### src/rtl/vtd_pkg.sv
package vtd_pkg;

   typedef struct packed {
      logic f;
      logic v;
      logic h;
   } vtd_flags_t;

   typedef enum logic [1:0] {
      PH_CB = 2'd0,
      PH_Y0 = 2'd1,
      PH_CR = 2'd2,
      PH_Y1 = 2'd3
   } vtd_phase_t;

   localparam int unsigned CODE_W   = 8;
   localparam int unsigned PRE_LEN  = 3;
   localparam logic [CODE_W-1:0] CODE_EVEN = 8'h80;
   localparam logic [CODE_W-1:0] CODE_ODD  = 8'hC7;

   function automatic logic vtd_code_ok(input logic [CODE_W-1:0] c);
      logic f, v, h;
      f = c[6];
      v = c[5];
      h = c[4];
      return c[7] && (c[3] == (v ^ h)) && (c[2] == (f ^ h))
             && (c[1] == (f ^ v)) && (c[0] == (f ^ v ^ h));
   endfunction

endpackage

### src/rtl/vtd_preamble.sv
module vtd_preamble #(
   parameter int unsigned W = 8
) (
   input  logic         clk_i,
   input  logic         rst_ni,
   input  logic [W-1:0] smp_i,
   output logic         code_hit_o,
   output logic         ones_o
);
   import vtd_pkg::*;

   localparam int unsigned HIST = PRE_LEN;
   localparam logic [W-1:0] ALL_ONES  = '1;
   localparam logic [W-1:0] ALL_ZEROS = '0;

   logic [W-1:0] hist_q [HIST];

   always_ff @(posedge clk_i) begin
      if (!rst_ni) begin
         for (int i = 0; i < HIST; i++) hist_q[i] <= ALL_ZEROS;
      end else begin
         hist_q[0] <= smp_i;
         for (int i = 1; i < HIST; i++) hist_q[i] <= hist_q[i-1];
      end
   end

   logic [HIST-1:0] match;
   genvar g;
   generate
      for (g = 0; g < HIST; g++) begin : g_match
         if (g == HIST - 1) begin : g_lead
            assign match[g] = (hist_q[g] == ALL_ONES);
         end else begin : g_zero
            assign match[g] = (hist_q[g] == ALL_ZEROS);
         end
      end
   endgenerate

   assign code_hit_o = &match;
   assign ones_o     = (smp_i == ALL_ONES);

endmodule

### src/rtl/vtd_code_check.sv
module vtd_code_check #(
   parameter int unsigned W = 8
) (
   input  logic                          [W-1:0] smp_i,
   output logic                                  good_o,
   output vtd_pkg::vtd_flags_t                   flags_o,
   output logic                                  is_even_o,
   output logic                                  is_odd_o
);
   import vtd_pkg::*;

   localparam int unsigned DROP = W - CODE_W;

   logic [CODE_W-1:0] code;

   generate
      if (DROP == 0) begin : g_exact
         assign code = smp_i;
      end else begin : g_wide
         logic [DROP-1:0] unused_lsb;
         assign code       = smp_i[W-1 -: CODE_W];
         assign unused_lsb = smp_i[DROP-1:0];
      end
   endgenerate

   assign good_o    = vtd_code_ok(code);
   assign flags_o   = '{f: code[6], v: code[5], h: code[4]};
   assign is_even_o = (code == CODE_EVEN);
   assign is_odd_o  = (code == CODE_ODD);

endmodule

### src/rtl/vtd_pixel_pair.sv
module vtd_pixel_pair #(
   parameter int unsigned W = 8
) (
   input  logic         clk_i,
   input  logic         rst_ni,
   input  logic         start_i,
   input  logic         take_i,
   input  logic [W-1:0] smp_i,
   output logic [W-1:0] luma_o,
   output logic [W-1:0] cb_o,
   output logic [W-1:0] cr_o,
   output logic         vld_o
);
   import vtd_pkg::*;

   vtd_phase_t   ph_q;
   logic [W-1:0] cb_q, y0_q, cr_q;

   always_ff @(posedge clk_i) begin
      if (!rst_ni) begin
         ph_q   <= PH_CB;
         cb_q   <= '0;
         y0_q   <= '0;
         cr_q   <= '0;
         luma_o <= '0;
         cb_o   <= '0;
         cr_o   <= '0;
         vld_o  <= 1'b0;
      end else begin
         vld_o <= 1'b0;
         if (start_i) begin
            ph_q <= PH_CB;
         end else if (take_i) begin
            ph_q <= vtd_phase_t'(ph_q + 2'd1);
            unique case (ph_q)
               PH_CB: cb_q <= smp_i;
               PH_Y0: y0_q <= smp_i;
               PH_CR: begin
                  cr_q   <= smp_i;
                  luma_o <= y0_q;
                  cb_o   <= cb_q;
                  cr_o   <= smp_i;
                  vld_o  <= 1'b1;
               end
               PH_Y1: begin
                  luma_o <= smp_i;
                  cb_o   <= cb_q;
                  cr_o   <= cr_q;
                  vld_o  <= 1'b1;
               end
               default: ;
            endcase
         end
      end
   end

endmodule

### src/rtl/vtd_trs_decoder.sv
module vtd_trs_decoder #(
   parameter int unsigned W = 8
) (
   input  logic         clk_i,
   input  logic         rst_ni,
   input  logic [W-1:0] smp_i,
   output logic         fld_o,
   output logic         vblk_o,
   output logic         hblk_o,
   output logic         code_err_o,
   output logic         even_sof_o,
   output logic         odd_sof_o,
   output logic [W-1:0] luma_o,
   output logic [W-1:0] cb_o,
   output logic [W-1:0] cr_o,
   output logic         pix_vld_o
);
   import vtd_pkg::*;

   generate
      if (W < CODE_W || W > 16) begin : g_bad_width
         $error("vtd_trs_decoder: sample width W must lie in 8..16");
      end
   endgenerate

   logic       code_hit, ones, good, is_even, is_odd;
   vtd_flags_t cflags, flags_q;
   logic       locked_q, act_q, err_q, even_q, odd_q;
   logic       start, take;

   vtd_preamble #(.W(W)) u_pre (
      .clk_i      (clk_i),
      .rst_ni     (rst_ni),
      .smp_i      (smp_i),
      .code_hit_o (code_hit),
      .ones_o     (ones)
   );

   vtd_code_check #(.W(W)) u_chk_code (
      .smp_i     (smp_i),
      .good_o    (good),
      .flags_o   (cflags),
      .is_even_o (is_even),
      .is_odd_o  (is_odd)
   );

   assign start = code_hit && good;
   assign take  = act_q && !code_hit && !ones;

   always_ff @(posedge clk_i) begin
      if (!rst_ni) begin
         locked_q <= 1'b0;
         flags_q  <= '0;
         act_q    <= 1'b0;
         err_q    <= 1'b0;
         even_q   <= 1'b0;
         odd_q    <= 1'b0;
      end else begin
         err_q  <= 1'b0;
         even_q <= 1'b0;
         odd_q  <= 1'b0;
         if (code_hit) begin
            if (good) begin
               locked_q <= 1'b1;
               flags_q  <= cflags;
               act_q    <= !cflags.v && !cflags.h;
               even_q   <= is_even;
               odd_q    <= is_odd;
            end else if (locked_q) begin
               err_q <= 1'b1;
            end
         end else if (act_q && ones) begin
            act_q <= 1'b0;
         end
      end
   end

   vtd_pixel_pair #(.W(W)) u_pair (
      .clk_i   (clk_i),
      .rst_ni  (rst_ni),
      .start_i (start),
      .take_i  (take),
      .smp_i   (smp_i),
      .luma_o  (luma_o),
      .cb_o    (cb_o),
      .cr_o    (cr_o),
      .vld_o   (pix_vld_o)
   );

   assign fld_o      = flags_q.f;
   assign vblk_o     = flags_q.v;
   assign hblk_o     = flags_q.h;
   assign code_err_o = err_q;
   assign even_sof_o = even_q;
   assign odd_sof_o  = odd_q;

endmodule

### config.mk
export PLATFORM = sky130hd
export DESIGN_NAME = vtd_trs_decoder
export DESIGN_NICKNAME = d
export VERILOG_FILES = /design/src/rtl/vtd_pkg.sv /design/src/rtl/vtd_preamble.sv /design/src/rtl/vtd_code_check.sv /design/src/rtl/vtd_pixel_pair.sv /design/src/rtl/vtd_trs_decoder.sv
export SDC_FILE = /design/constraint.sdc
export NUM_CORES = 1
export LEC_CHECK = 0
export ABC_CLOCK_PERIOD_IN_PS = 3900
export BUFFER_PORTS_ARGS = -buffer_cell sky130_fd_sc_hd__buf_4
export CAP_MARGIN = 20
export CORE_MARGIN = 3
export CORE_UTILIZATION = 54
export DETAILED_ROUTE_END_ITERATION = 10
export PLACE_DENSITY_LB_ADDON = 0.1
export REMOVE_ABC_BUFFERS = 1
export SYNTH_ARGS = -nofsm -noshare
export SYNTH_HDL_FRONTEND = slang
export SYNTH_SLANG_ARGS = --single-unit
### constraint.sdc
create_clock -name clk_i -period 3.9 [get_ports clk_i]
set_clock_uncertainty 0.1 [all_clocks]
set_input_delay 0.39 -clock clk_i [delete_from_list [all_inputs] [get_ports clk_i]]
set_output_delay 0.39 -clock clk_i [all_outputs]
set_load 0.01 [all_outputs]
==> impl_metrics.env, run 1 <==
export IMPL_drive_gt1_frac=0.171
export IMPL_cts_num_sinks=83
export IMPL_fin_util=0.659
export IMPL_grt_pass1_wl_mm=9.73
export IMPL_placed_cell_area_um2=3510
export IMPL_routed_wl_met2_mm=2.78
export IMPL_hold_path_class="in -> reg"
export IMPL_fin_crit_sh=0.587
export IMPL_ys_seq_area_frac=0.522
export IMPL_crit_type="reg -> reg"
export IMPL_fin_nets=369
export IMPL_route_detailed_drc=0
export IMPL_dp_hpwl_mm=3.98
export IMPL_cts_tree="yes"
export IMPL_antenna_found_initial=0
export IMPL_drt_iter0_drc=66
export IMPL_synth_top_cell_by_area="dfxtp_1"
export IMPL_core_area_um2=5610
export IMPL_ys_seq_elements=83
export IMPL_synth_top_cells_by_count="dfxtp_1 (83), nand2_1 (66), mux2i_1 (41), and2_1 (17), o211a_1 (17)"
export IMPL_status="complete, no violations"
export IMPL_row_count=27
export IMPL_worstMarginPinSlew_ps=809
export IMPL_grt_pass1_vias=2000
export IMPL_worstSetupStartpointType="flop"
export IMPL_clock_latency_ps=350
export IMPL_critical_path_required_ps=4080
export IMPL_maxClockFrequency_mhz=437
export IMPL_port_buffers=40
export IMPL_post_route_min_period_ps=2290
export IMPL_p_per_area_nw_per_um2=408
export IMPL_grt_use_total=0.194
export IMPL_post_cts_resize_count=0
export IMPL_postCtsSetupBuffers=0
export IMPL_grt_ovfl_total=0
export IMPL_synth_top_area_share=0.522
export IMPL_cp_arrival_ps=2470
export IMPL_final_area_um2=3700
export IMPL_syn_inst=319
export IMPL_via_per_inst=5.27
export IMPL_cp_end_kind="flop"
export IMPL_routedWlPerCell_um=14.1
export IMPL_die_x_um=82.8
export IMPL_wl_mm=6.05
export IMPL_slew_viol_final=0
export IMPL_die_y_um=82.8
export IMPL_synthFlopType="dfxtp_1"
export IMPL_initial_utilization=0.567
export IMPL_wl_met1_mm=2.94
export IMPL_synth_edf_count=0
export IMPL_io_pin_count=41
export IMPL_clock_path_buffers=2
export IMPL_synth_most_common_cell="dfxtp_1"
export IMPL_cts_inserted_buffers=9
export IMPL_rsz0062_at_grt="false"
export IMPL_synth_area_um2=3180
export IMPL_clock_root_buffer="clkbuf_8"
export IMPL_relSlewSlack=0.461
export IMPL_ys_types=35
export IMPL_ys_async_sr_fraction=0
export IMPL_met3RoutedLength_um=205
export IMPL_final_hold_violation_count=0
export IMPL_first_pass_iters=4
export IMPL_area_growth_synth_to_final_pct=16.2
export IMPL_top_layer="met4"
export IMPL_fillers=472
export IMPL_grt_max_degree=93
export IMPL_dieArea_um2=6850
export IMPL_clk_pin_slew_ps=70
export IMPL_p_leak_nw=1.83
export IMPL_vias=2256
export IMPL_antennaDiodeCount=0
export IMPL_ant_nets=0
export IMPL_cts_hold_buffers=0
export IMPL_synth_area_leaders="dfxtp_1 (52%), mux2i_1 (13%), nand2_1 (7.8%)"
export IMPL_setup_viol=0
export IMPL_vdd_drop_max_uv=303
export IMPL_yosysWarnings=0
export IMPL_maxCapViolCount=0
export IMPL_htreeDepth=3
export IMPL_gp_congestion=0.778
export IMPL_avgSynthCellArea_um2=9.97
export IMPL_cp_max_fo=6
-- final timing paths --
path	slack, ps	startpoint	cells past startpoint	end
hold / removal	290	smp_i[2]	3	u_pre.hist_q[0][2]
setup reg to reg	1610	u_pre.hist_q[0][12]	5	even_sof_o
hold reg to reg	330	locked_q	2	code_err_o
setup / recovery	1610	u_pre.hist_q[0][12]	5	even_sof_o
-- placed cells by master (no fill, tap or decap), drive strengths merged, types with 10 or more instances in the layout --
cell type and count:
dfxtp 83, nand3 11, nand2 69, clkbuf 12, buf 42, inv 12
o211a 17, and2 17, mux2i 41, o21ai 10
-- power by group --
| part | internal, mW | total, mW | switching [mW] |
|---|---|---|---|
| clock | 0.307 | 0.588 | 0.281 |
| combinational | 0.0205 | 0.0599 | 0.0394 |
| sequential | 0.857 | 0.860 | 0.00335 |
| total | 1.18 | 1.51 | 0.324 |
-- sequential cells by signal, summed over array words and instances (netlist names), 2 cells and up --
signal and flops:
u_pair.cb_o 8, u_pair.cb_q 8, u_pair.cr_o 8, u_pair.cr_q 8, u_pair.luma_o 8, u_pair.ph_q 2, u_pair.y0_q 8, u_pre.hist_q 24
-- through the flow --
step | TNS [ps] | power [mW] | hold WS, ps | setup WS, ps | cells
6_report | 0 | 1.51 | 292 | 1610 | 428
5_1_grt | 0 | 1.57 | 286 | 1490 | 428
4_1_cts | 0 | 1.53 | 269 | 1600 | 428
3_5_place_dp | 0 | 0.940 | 324 | 1580 | 414
3_3_place_gp | 0 | 0.940 | 319 | 1620 | 414
2_1_floorplan | -10210 | 0.904 | 310 | -533 | 300
-- kinds of logic (layout without fill, tap and decap cells) --
kind of cell,count (synthesis),after routing,synth area share
compound gates,35,35,0.0869
xor+xnor,5,5,0.0138
fa+ha+maj,6,6,0.0236
buf+inv,31,68,0.0413
flops,83,83,0.522
mux,42,42,0.133
simple gates,117,117,0.180
-- layer usage --
metal  track usage  up-vias
met5             0        -
met4         0.103        0
met3        0.0423       11
met2         0.294       47
met1         0.258     1052
li1              -     1146
-- area by class of cell --
| type | instances | area [µm²] | area share |
|---|---|---|---|
| Sequential cell | 83 | 1660 | 0.450 |
| Multi-Input combinational cell | 205 | 1400 | 0.379 |
| Timing Repair Buffer | 42 | 315 | 0.0853 |
| Clock buffer | 12 | 145 | 0.0393 |
| Tap cell | 72 | 90.1 | 0.0244 |
| Inverter | 12 | 45.0 | 0.0122 |
| Clock inverter | 2 | 37.5 | 0.0102 |
-- critical path: stages, from the launching register on --
cell	delay (ps)
dfxtp_1	310
or4b_4	550
nor4_4	370
nand2_1	180
nor2b_1	440
and4_1	280
No activity file was read; power rests on OpenSTA's default activity.
==> run 2: changes to the inputs <==
ABC_CLOCK_PERIOD_IN_PS = 2000   (was 3900)
CORE_UTILIZATION = 51   (was 54)
clock period = 2 ns   (was 3.9 ns; I/O delays follow)
==> run 2 against run 1 <==
The flow now finishes with violations (setup timing). Power grew 95%. Flip-flop and latch count unchanged. Register-to-register slack got worse by 1600 ps. Combinational power grew 120%. Critical path depth is 1 higher. Count of clock-buffer cells in the layout up 1. Cell count up 4.4%. Core utilization is 1.3 points lower. Fmax rose by 13%. First-iteration DRC count is 11% lower. Clock power up 90%. Global-route usage fell by 0.71 points.
==> impl_metrics.env, run 2 (synthesized netlist as in run 1, its figures left out) <==
export IMPL_status="finished, violations left"
export IMPL_violations="setup timing"
export IMPL_regMostFlops="u_pre.hist_q"
export IMPL_hold_depth=2
export IMPL_drt_iter0_drc=59
export IMPL_final_cell_mix="dfxtp_1 (83), nand2_1 (65), buf_4 (53), mux2i_1 (40)"
export IMPL_maxClockFrequency_mhz=493
export IMPL_cp_arrival_ps=2160
export IMPL_cp_max_fo=33
export IMPL_fin_nets=384
export IMPL_die_x_um=85.0
export IMPL_worstHoldEndpoint="even_sof_o"
export IMPL_holdWs_ps=87.5
export IMPL_reg2reg_from="u_pre.hist_q[0][12]"
export IMPL_path_buf_inv=2
export IMPL_grt_use_total=0.187
export IMPL_post_route_min_period_ps=2030
export IMPL_p_per_area_nw_per_um2=758
export IMPL_fin_crit_sh=1.01
export IMPL_worstSetupStartpointType="flop"
export IMPL_power_mw=2.93
export IMPL_gp_congestion=0.814
export IMPL_final_hold_violation_count=0
export IMPL_vdd_drop_max_uv=358
export IMPL_ant_nets=0
export IMPL_relSlewSlack=0.729
export IMPL_grt_pass1_wl_mm=10.6
export IMPL_hold_path_class="in -> reg"
export IMPL_initial_utilization=0.531
export IMPL_drive_gt1_frac=0.210
export IMPL_io_pin_count=41
export IMPL_dp_hpwl_mm=4.43
export IMPL_clock_latency_ps=340
export IMPL_wl_mm=6.34
export IMPL_route_detailed_drc=0
export IMPL_first_pass_iters=4
export IMPL_rrSetupSlack_ps=-30
export IMPL_grt_ovfl_total=0
export IMPL_clock_path_buffers=2
export IMPL_reg2reg_depth=6
export IMPL_row_count=28
export IMPL_critical_path_required_ps=2130
export IMPL_final_common_cell="dfxtp_1"
export IMPL_grt_max_degree=37
export IMPL_antenna_found_initial=0
export IMPL_crit_chain="or4b_4 > nor4_4 > buf_4 > a211oi_4 > buf_12 > o211a_1"
export IMPL_clk_pin_slew_ps=80
export IMPL_setup_viol=9
export IMPL_crit_family="simple AND/OR/NAND/NOR gates"
export IMPL_via_per_inst=5.15
export IMPL_crit_path_max_incr_delay_ps=540
export IMPL_cts_num_sinks=83
export IMPL_stdcell_count=447
export IMPL_grt_pass1_vias=2203
export IMPL_rr_endpoint="u_pair.cr_o[3]"
export IMPL_routedWlPerCell_um=14.2
export IMPL_fillers=501
export IMPL_port_buffers=40
export IMPL_clock_root_buffer="clkbuf_8"
export IMPL_htreeDepth=3
export IMPL_area_growth_synth_to_final_pct=21.7
export IMPL_cts_inserted_buffers=9
export IMPL_dieArea_um2=7220
export IMPL_crit_slowest_cell="or4b_4"
export IMPL_cp_end_kind="flop"
export IMPL_rsz0062_at_grt="true"
export IMPL_largest_reg_flops=24
export IMPL_postCtsSetupBuffers=0
export IMPL_vias=2302
export IMPL_p_leak_nw=1.92
export IMPL_core_area_um2=5990
export IMPL_worstMarginPinSlew_ps=403
export IMPL_fin_ws_ps=-28.2
export IMPL_min_from="smp_i[7]"
export IMPL_antennaDiodeCount=0
export IMPL_place_inst=432
export IMPL_die_y_um=85.0
export IMPL_slew_viol_final=0
export IMPL_fin_util=0.646
export IMPL_cts_tree="yes"
export IMPL_maxCapViolCount=0
export IMPL_crit_type="reg -> reg"
==> run 2: cell count changes in the layout (fill, tap and decap cells not counted), sizes merged <==
cell and change:
clkbuf +1, buf +15
==> run 2: metrics by stage <==
stage / worst slack [ps] / TNS (ps) / instance area (µm²)
2_1_floorplan: -2430 / -57710 / 3100
3_3_place_gp: 8.61 / 0 / 3680
3_5_place_dp: -21.6 / -62.2 / 3680
4_1_cts: -5.55 / -15.0 / 3860
5_1_grt: -75.6 / -1500 / 3870
6_report: -28.2 / -182 / 3870
==> run 2: per-layer routing <==
metal | global-route usage | vias to the layer above | part of all wire
li1 | - | 1176 | -
met1 | 0.250 | 1078 | 0.48
met2 | 0.294 | 39 | 0.47
met3 | 0.0350 | 9 | 0.035
met4 | 0.0849 | 0 | 0.016
met5 | 0 | - | 0
==> run 2: repair_timing <==
item / in CTS / in global routing
pin swaps: 1 / 2
hold buffers: 0 / 0
resized for setup: 0 / 4
setup endpoints to repair: 21 / 54
==> run 2: power by group <==
part	internal [mW]	total (mW)	switching (mW)	leakage (nW)
Combinational	0.0491	0.131	0.0817	1.17
Clock	0.574	1.12	0.550	0.0837
Sequential	1.67	1.68	0.00889	0.672
Total	2.29	2.93	0.641	1.92
==> run 2: worst max path at each step <==
stage,startpoint,end,slack (ps),depth (start not counted)
finish,u_pre.hist_q[0][12],u_pair.cr_o[3],-30,6
detailed placement,smp_i[4],act_q,-20,9
CTS,u_pre.hist_q[0][0],u_pair.y0_q[4],-6,6
floorplan,u_pair.ph_q[1],u_pair.cr_o[4],-2430,5
global placement,smp_i[4],act_q,9,9
global route,u_pre.hist_q[0][12],u_pair.cr_o[3],-80,6
==> run 2: final cells by class <==
| type | instances | area (µm²) | area share |
|---|---|---|---|
| clock buffer | 13 | 139 | 0.0359 |
| inverter | 12 | 45.0 | 0.0116 |
| sequential | 83 | 1660 | 0.429 |
| timing repair buffer | 57 | 478 | 0.123 |
| tap | 75 | 93.8 | 0.0242 |
| multi-input combinational | 205 | 1420 | 0.366 |
| clock inverter | 2 | 37.5 | 0.00970 |
==> run 3: changes to the inputs <==
CAP_MARGIN = 10   (was 20)
SETUP_SLACK_MARGIN = 0.15   (was not set)
==> run 3 against run 2 <==
The run still ends with setup timing left. Worst setup slack worse by 17 ps. Design area is 5.6% higher. Global-route usage rose by 0.57 points. Power grew 0.56%. Worst hold slack gained 6.2 ps. Highest routed layer unchanged. Flip-flop and latch count unchanged. Non-clock buffer count up 6.
==> impl_metrics.env, run 3 (synthesized netlist as in run 1, its figures left out) <==
export IMPL_cts_tree="yes"
export IMPL_cts_inserted_buffers=9
export IMPL_via_per_inst=5.21
export IMPL_fin_nets=390
export IMPL_area_growth_synth_to_final_pct=28.5
export IMPL_grt_use_total=0.193
export IMPL_path_buf_inv=2
export IMPL_final_cell_mix="dfxtp_1 (80), nand2_1 (57), buf_4 (55), mux2i_1 (40), o211a_1 (17)"
export IMPL_grt_util_met2=0.309
export IMPL_fin_crit_sh=1.02
export IMPL_rsz0062_at_grt="true"
export IMPL_gp_congestion=0.814
export IMPL_slew_viol_final=0
export IMPL_cts_num_sinks=83
export IMPL_worstSetupStartpointType="flop"
export IMPL_hold_path_class="in -> reg"
export IMPL_min_from="smp_i[2]"
export IMPL_fillers=465
export IMPL_setup_viol=10
export IMPL_final_common_cell="dfxtp_1"
export IMPL_core_area_um2=5990
export IMPL_clock_path_buffers=2
export IMPL_antennaDiodeCount=0
export IMPL_crit_type="reg -> reg"
export IMPL_die_x_um=85.0
export IMPL_stdcell_count=453
export IMPL_p_per_area_nw_per_um2=722
export IMPL_route_detailed_drc=0
export IMPL_htreeDepth=3
export IMPL_setup_worst_path_start="u_pre.hist_q[0][7]"
export IMPL_vdd_drop_max_uv=377
export IMPL_met3_usage=0.0350
export IMPL_maxClockFrequency_mhz=489
export IMPL_p_leak_nw=2.02
export IMPL_grt_ovfl_total=0
export IMPL_dieArea_um2=7220
export IMPL_crit_path_max_incr_delay_ps=640
export IMPL_drt_iter0_drc=81
export IMPL_crit_cells=7
export IMPL_regMostFlops="u_pre.hist_q"
export IMPL_routedWlPerCell_um=14.9
export IMPL_top_usage_layer="met2"
export IMPL_fin_ws_ps=-44.9
export IMPL_largest_reg_flops=24
export IMPL_die_y_um=85.0
export IMPL_clk_pin_slew_ps=80
export IMPL_drive_gt1_frac=0.294
export IMPL_first_pass_iters=4
export IMPL_grt_max_degree=37
export IMPL_dp_hpwl_mm=4.43
export IMPL_crit_family="compound AO/OA/AOI/OAI gates"
export IMPL_power_mw=2.95
export IMPL_row_count=28
export IMPL_clock_latency_ps=340
export IMPL_crit_chain="or4_4 > nor2_4 > buf_4 > a211oi_4 > clkbuf_16 > nand2_2 > o211a_1"
export IMPL_place_inst=432
export IMPL_status="finished, violations left"
export IMPL_reg2reg_depth=7
export IMPL_fin_tns_setup_ps=-308
export IMPL_grt_pass1_wl_mm=10.9
export IMPL_vias=2361
export IMPL_cp_arrival_ps=2180
export IMPL_initial_utilization=0.531
export IMPL_use_met1=0.254
export IMPL_hold_depth=3
export IMPL_relSlewSlack=0.519
export IMPL_crit_slowest_cell="a211oi_4"
export IMPL_final_hold_violation_count=0
export IMPL_port_buffers=40
export IMPL_io_pin_count=41
export IMPL_clock_root_buffer="clkbuf_8"
export IMPL_grt_pass1_vias=2238
export IMPL_reg2reg_from="u_pre.hist_q[0][7]"
export IMPL_critical_path_required_ps=2130
export IMPL_cp_end_kind="flop"
export IMPL_violations="setup timing"
export IMPL_antenna_found_initial=0
export IMPL_cp_max_fo=8
export IMPL_worstMarginPinSlew_ps=720
export IMPL_post_route_min_period_ps=2040
export IMPL_ant_nets=0
export IMPL_maxCapViolCount=0
export IMPL_wl_mm=6.73
## run 3: metrics by stage
stage	instance area (µm²)	setup WS [ps]	hold slack (ps)	utilization
after floorplan	3100	-2430	218	-
after global placement	3680	8.61	317	0.614
after detailed placement	3680	-21.6	323	0.614
after CTS	3920	44.5	75.1	0.654
after global routing	4090	-124	89.8	0.683
final	4090	-44.9	93.7	0.683
## run 3: what timing repair did
item / in CTS / in global routing
pin swaps: 3 / 14
cloned: 1 / 3
buffers inserted: 1 / 1
hold buffers: 0 / 0
setup endpoints to repair: 59 / 59
endpoints found under the hold margin: 0 / 0
gates resized for setup: 8 / 39
## run 3: cell type report
class | instances | area (µm²) | share of cell area
Clock buffer | 13 | 139 | 0.0340
Clock inverter | 2 | 37.5 | 0.00918
Inverter | 12 | 45.0 | 0.0110
Multi-Input combinational cell | 205 | 1530 | 0.374
Sequential cell | 83 | 1670 | 0.407
Tap cell | 75 | 93.8 | 0.0229
Timing Repair Buffer | 63 | 579 | 0.142
## run 3: power by group
| group | internal, mW | total (mW) | switching (mW) |
|---|---|---|---|
| Combinational | 0.0549 | 0.143 | 0.0883 |
| Clock | 0.574 | 1.13 | 0.553 |
| Sequential | 1.67 | 1.68 | 0.00977 |
| Total | 2.30 | 2.95 | 0.651 |
## run 3: worst paths after layout
path	to	slack [ps]
setup / recovery	u_pair.luma_o[1]	-40
setup reg to reg	u_pair.luma_o[1]	-40
hold / removal	u_pre.hist_q[0][2]	90
hold reg to reg	u_pair.cb_o[5]	350
## run 3: routing by layer
layer  share of wire  routed length, µm
met4           0.016                108
met1            0.47               3170
met5               0                  0
met2            0.48               3210
met3           0.036                243
## run 3: worst reg2reg max path, cell delays in order, from the launching register on
cell,delay [ps]
dfxtp_1,370
or4_4,160
nor2_4,50
buf_4,140
a211oi_4,640
clkbuf_16,310
nand2_2,50
o211a_1,120
